`config.mk`:
```
export PLATFORM = sky130hd
export DESIGN_NAME = irq_router
export DESIGN_NICKNAME = d
export VERILOG_FILES = /design/src/rtl/irq_router.sv
export SDC_FILE = /design/constraint.sdc
export NUM_CORES = 2
export LEC_CHECK = 0
export BUFFER_PORTS_ARGS = -buffer_cell sky130_fd_sc_hd__buf_2
export CORE_UTILIZATION = 40
export CTS_CLUSTER_DIAMETER = 50
export DETAILED_ROUTE_END_ITERATION = 12
export HOLD_SLACK_MARGIN = 0.12
export PLACE_DENSITY = 0.64
export SYNTH_ARGS = -nofsm -noshare
export SYNTH_HDL_FRONTEND = slang
export SYNTH_SLANG_ARGS = --single-unit
```
`constraint.sdc`:
```
create_clock -name clk -period 12.3 [get_ports clk]
set_clock_uncertainty 0.15 [all_clocks]
set_input_delay 0 -clock clk [delete_from_list [all_inputs] [get_ports clk]]
set_output_delay 0 -clock clk [all_outputs]
set_load 0.05 [all_outputs]
```
`src/rtl/irq_router.sv`:
```
module irq_router #(
  parameter int N       = 24,
  parameter int VERSION = 8'h11
) (
  input  logic                 clk,
  input  logic                 rst_n,
  input  logic                 bus_wr,
  input  logic                 bus_sel,
  input  logic [31:0]          bus_wdata,
  output logic [31:0]          bus_rdata,
  input  logic [N-1:0]         irq_in,
  input  logic                 eoi_valid,
  input  logic [7:0]           eoi_vector,
  output logic                 msg_valid,
  input  logic                 msg_ready,
  output logic [$clog2(N)-1:0] msg_line,
  output logic [7:0]           msg_vector,
  output logic [7:0]           msg_dest,
  output logic                 msg_dest_mode,
  output logic [2:0]           msg_delivery
);
  localparam int LW   = $clog2(N);
  localparam int BASE = 16;
  localparam logic [2:0] DLV_NMI = 3'b100;

  logic [7:0]   idx;
  logic [3:0]   chip_id;
  logic [7:0]   vec  [N];
  logic [7:0]   dest [N];
  logic [2:0]   dlv  [N];
  logic [N-1:0] dmode, pol, trig, mask, remote, pend, act_q;
  logic [N-1:0] act, req;
  logic [LW-1:0] sel, ent;
  logic          in_rng, hi, send;

  assign act    = irq_in ^ pol;
  assign req    = ~mask & ((trig & act_q & ~remote) | (~trig & pend));
  assign in_rng = (int'(idx) >= BASE) && (int'(idx) < BASE + 2*N);
  assign ent    = LW'((idx - 8'(BASE)) >> 1);
  assign hi     = idx[0];

  always_comb begin
    sel = '0;
    for (int i = N-1; i >= 0; i--)
      if (req[i]) sel = LW'(i);
  end

  assign msg_valid     = |req;
  assign send          = msg_valid & msg_ready;
  assign msg_line      = sel;
  assign msg_vector    = (dlv[sel] == DLV_NMI) ? 8'h00 : vec[sel];
  assign msg_dest      = dest[sel];
  assign msg_dest_mode = dmode[sel];
  assign msg_delivery  = dlv[sel];

  always_comb begin
    bus_rdata = '0;
    if (!bus_sel)           bus_rdata = {24'h0, idx};
    else if (idx == 8'h00)  bus_rdata = {4'h0, chip_id, 24'h0};
    else if (idx == 8'h01)  bus_rdata = {8'h0, 8'(N-1), 8'h0, 8'(VERSION)};
    else if (in_rng && hi)  bus_rdata = {dest[ent], 24'h0};
    else if (in_rng)        bus_rdata = {15'h0, mask[ent], trig[ent], remote[ent], pol[ent],
                                         1'b0, dmode[ent], dlv[ent], vec[ent]};
  end

  always_ff @(posedge clk) begin
    if (!rst_n) begin
      idx <= '0;
      chip_id <= '0;
      for (int i = 0; i < N; i++) begin
        vec[i] <= '0; dest[i] <= '0; dlv[i] <= '0;
      end
      dmode <= '0; pol <= '0; trig <= '0; mask <= '1;
    end else if (bus_wr) begin
      if (!bus_sel) idx <= bus_wdata[7:0];
      else if (idx == 8'h00) chip_id <= bus_wdata[27:24];
      else if (in_rng) begin
        for (int i = 0; i < N; i++)
          if (ent == LW'(i)) begin
            if (hi) dest[i] <= bus_wdata[31:24];
            else begin
              vec[i]   <= bus_wdata[7:0];
              dlv[i]   <= bus_wdata[10:8];
              dmode[i] <= bus_wdata[11];
              pol[i]   <= bus_wdata[13];
              trig[i]  <= bus_wdata[15];
              mask[i]  <= bus_wdata[16];
            end
          end
      end
    end
  end

  always_ff @(posedge clk) begin
    if (!rst_n) begin
      act_q <= '0; pend <= '0; remote <= '0;
    end else begin
      act_q <= act;
      for (int i = 0; i < N; i++) begin
        if (send && sel == LW'(i)) pend[i] <= 1'b0;
        if (!trig[i] && !mask[i] && act[i] && !act_q[i]) pend[i] <= 1'b1;
        if (eoi_valid && trig[i] && vec[i] == eoi_vector) remote[i] <= 1'b0;
        if (send && sel == LW'(i) && trig[i]) remote[i] <= 1'b1;
      end
    end
  end

  AST_MSG_UNMASKED: assert property (@(posedge clk) disable iff (!rst_n)
    msg_valid |-> !mask[msg_line]);
  AST_NMI_VECTOR_ZERO: assert property (@(posedge clk) disable iff (!rst_n)
    (msg_valid && msg_delivery == DLV_NMI) |-> msg_vector == 8'h00);
  AST_REMOTE_ON_ACCEPT: assert property (@(posedge clk) disable iff (!rst_n)
    (send && trig[msg_line]) |=> remote[$past(msg_line)]);
  AST_LOWEST_FIRST: assert property (@(posedge clk) disable iff (!rst_n)
    msg_valid |-> (req & ((N'(1) << msg_line) - N'(1))) == '0);
  AST_EDGE_HELD: assert property (@(posedge clk) disable iff (!rst_n)
    (msg_valid && !msg_ready && !trig[msg_line] && !bus_wr) |=> msg_valid);

  for (genvar g = 0; g < N; g++) begin : g_eoi_chk
    AST_EOI_CLEARS: assert property (@(posedge clk) disable iff (!rst_n)
      (eoi_valid && trig[g] && vec[g] == eoi_vector && !(send && sel == LW'(g)))
      |=> !remote[g]);
  end
endmodule

```
==> out/metrics.csv <==
metric;value;unit
grt_usage;0.276;
grt_start_max_net_pins;100;
nets;3439;
avgSynthCellArea;10.7;sq um
core;0.0870;sq mm
synth_top_family_by_area;simple AND/OR/NAND/NOR gates;
p_sw_frac;0.254;
end_kind;output port;
drcViolationCount;0;
antenna_found_initial;9;
cp_common_cell;buf_4;
overflow;0;
dp_hpwl;82900;um
critPathLaunch;trig[9]$_SDFFE_PN0P_;
synth-compound-area-share;0.0675;
fp.dieH;299;um
pre_cts_slack;6820;ps
rsz0062_at_grt;false;
synth-edff-count;456;
ys_ff_latch;636;
max_stage_delay;760;ps
hold_viol;0;
vias;28500;
total_power;5.16;mW
synth_top_flop_cell;edfxtp_1;
clock_sinks;636;
synth-simple-area-share;0.183;
async_reset_ff_frac;0;
p_switching;1.31;mW
combPwrFrac;0.088;
gp_congestion;0.940;
cts_buffers;74;
crit_path_top_delay_cell;buf_4;
synthCells;3284;
cts_root_buf;clkbuf_16;
numPortBuffers;113;
tritoncts;built;
hold_class;in2reg;
cts_resized;0;
grt_pass1_wl;182000;um
layout_commonest_cell;nand2_1;
rr_startpoint;idx[4]$_SDFFE_PN0P_;
avgViaCountPerCell;6.22;
critPathKind;reg2out;
max-clock-path-buffers;3;
p_int;3.85;mW
synthAdderAreaFrac;0.000355;
crit_arrival;6250;ps
setup_viol;0;
yosys_warnings;0;
reg2reg_slack;7520;ps
cts_setup_buffers;0;
clkTransAtPathRegs;60;ps
finalMaxSlewViolations;0;
worst_slew_pin_slew;1250;ps
grt_pass1_vias;26900;
drive_gt1_frac;0.145;
initial_core_util;0.406;
cellLeakagePower;14.5;nW
final.period_utilization;0.520;
drt_iter0_drc;4237;
rows;108;
clkLatencyLatePin;620;ps
fin_crit;6400;ps
holdPathStages;4;
ys_types;83;
hold_start;irq_in[22];
rr_worst_depth;8;
ir_drop;0.0904;mV
crit_path_max_fanout;44;
p_clk_frac;0.440;
whs_endpoint;act_q[22]$_SDFF_PN0_;
power_density;129;mW/mm^2
die_w;299;um
ioPinCount;128;
sequentialPowerShare;0.472;
drt-total-wl;127000;um
netlist_area;0.0353;sq mm
areaGrowthSynthToFinish;13.6;%
postRouteAntennaNets;0;
fmax;0.156;GHz
crit_chain;nor3b_1 > a31oi_1 > and2_1 > o2111a_1 > o21ai_4 > buf_4 > inv_4 > buf_4 > nor2_4 > a22oi_1 > o21ai_0 > o31a_1 > a211oi_2 > buf_2;
final_cell_mix;512 x nand2_1, 456 x edfxtp_1, 414 x nor2_1;
tns;0;ps
cp-start-kind;register;
htree_levels;3;
synthXorXnorAreaFrac;0.0536;
ys_seq_area_frac;0.490;
die_area;0.0894;sq mm
status;finished, final reports clean;
drt-pass1-iter-count;6;
layout_setup_ws;5900;ps
wl_per_cell;27.6;um
worstPathRequired;12150;ps
reg2reg_to;vec[16][4]$_SDFFCE_PN0P_;
muxShareOfSynthArea;0.167;
max-slew-margin-rel;0.163;
fillers;8087;
max-cap-violations;0;
==> how the worst max path moves through the flow <==
stage / cells past startpoint / slack, ps / to
2_1_floorplan: 10 / 8160 / dlv[21][0]$_DFFE_PP_
3_3_place_gp: 14 / 6840 / msg_vector[7]
3_5_place_dp: 14 / 6820 / msg_vector[6]
4_1_cts: 14 / 6160 / msg_vector[6]
5_1_grt: 14 / 5900 / msg_vector[6]
6_report: 14 / 5900 / msg_vector[5]
==> cells by family after synthesis <==
logic type | Yosys count
fa+ha+maj | 1
xor+xnor | 216
mux | 377
simple gates | 1425
flops | 636
buf+inv | 296
other cells | 1
compound gates | 332
==> flip-flops by register name (all words and copies together) (netlist names) <==
signal,count
mask,24
vec,192
chip_id,4
remote,24
act_q,24
trig,24
idx,8
dest,192
dmode,24
dlv,72
pol,24
pend,24
==> power by group through the flow <==
stage / clock, mW / combinational [mW] / sequential, mW
floorplan: 0 / 0.288 / 2.45
global placement: 0 / 0.412 / 2.47
detailed placement: 0 / 0.414 / 2.48
CTS: 2.27 / 0.443 / 2.43
global route: 2.36 / 0.473 / 2.44
finish: 2.27 / 0.453 / 2.43
==> critical path: cells and delay by family, from the launching register on <==
family | cells | cell delay (ps)
and+or+nand+nor | 3 | 600
buffers and inverters | 4 | 1950
AOI/OAI and AO/OA | 7 | 2450
DFF | 1 | 580
==> per-layer routing <==
metal | wire length, um | track usage
met1 | 49500 | 0.381
met2 | 55800 | 0.416
met3 | 16600 | 0.0698
met4 | 4560 | 0.105
met5 | 69 | 0
==> area by class of cell <==
| cell class | count | area (sq um) | share of cell area |
|---|---|---|---|
| clock buffer | 94 | 2060 | 0.0514 |
| sequential | 636 | 17300 | 0.432 |
| tap | 1155 | 1450 | 0.0361 |
| antenna | 3 | 7.51 | 0.000187 |
| multi-input combinational | 2356 | 16700 | 0.417 |
| clock inverter | 40 | 422 | 0.0105 |
| inverter | 34 | 138 | 0.00343 |
| timing repair buffer | 266 | 1990 | 0.0497 |
==> stage by stage <==
stage	instances	utilization	hold WS, ps	instance area [sq um]
3_5_place_dp	4343	0.420	123	36500
6_report	4584	0.461	146	40100
4_1_cts	4581	0.460	122	40100
3_3_place_gp	4343	0.420	119	36500
5_1_grt	4584	0.461	184	40100
2_1_floorplan	3288	-	-21.5	35300
==> what timing repair did <==
item	in CTS	in global routing
endpoints found under the setup margin	0	0
endpoints found under the hold margin	258	0
hold buffers	104	0
==> cell usage after synthesis (5+ instances only) <==
| cell type | number | share of area |
|---|---|---|
| o31a_1 | 7 | 0.0017 |
| edfxtp_1 | 456 | 0.39 |
| nor2_1 | 414 | 0.044 |
| inv_1 | 30 | 0.0032 |
| a22oi_1 | 15 | 0.0032 |
| a31o_2 | 7 | 0.0017 |
| a21oi_1 | 64 | 0.0091 |
| or4_1 | 12 | 0.0026 |
| nand4_1 | 47 | 0.0083 |
| buf_2 | 37 | 0.0052 |
| mux2i_1 | 200 | 0.057 |
| dfxtp_1 | 180 | 0.10 |
| a211oi_1 | 8 | 0.0017 |
| buf_4 | 17 | 0.0036 |
| o211ai_1 | 5 | 0.0011 |
| clkbuf_1 | 160 | 0.017 |
| nand2_1 | 512 | 0.054 |
| and2_1 | 7 | 0.0012 |
| xor2_1 | 146 | 0.036 |
| nor2b_1 | 124 | 0.022 |
| mux4_2 | 169 | 0.11 |
| nor3_1 | 17 | 0.0024 |
| a32oi_1 | 9 | 0.0022 |
| o22ai_1 | 12 | 0.0021 |
| nor4_1 | 44 | 0.0078 |
| xnor2_1 | 70 | 0.017 |
| buf_1 | 35 | 0.0037 |
| a21boi_0 | 41 | 0.0087 |
| a31oi_1 | 45 | 0.0080 |
| mux2_2 | 8 | 0.0026 |
| o41ai_1 | 17 | 0.0042 |
| a311oi_1 | 11 | 0.0027 |
| nand2b_1 | 5 | 0.00089 |
| and3_1 | 51 | 0.0090 |
| a211oi_2 | 7 | 0.0025 |
| nor3b_1 | 22 | 0.0047 |
| nand3_1 | 154 | 0.022 |
| o21ai_0 | 35 | 0.0050 |
Note: power is estimated with default switching activity, not from simulation.
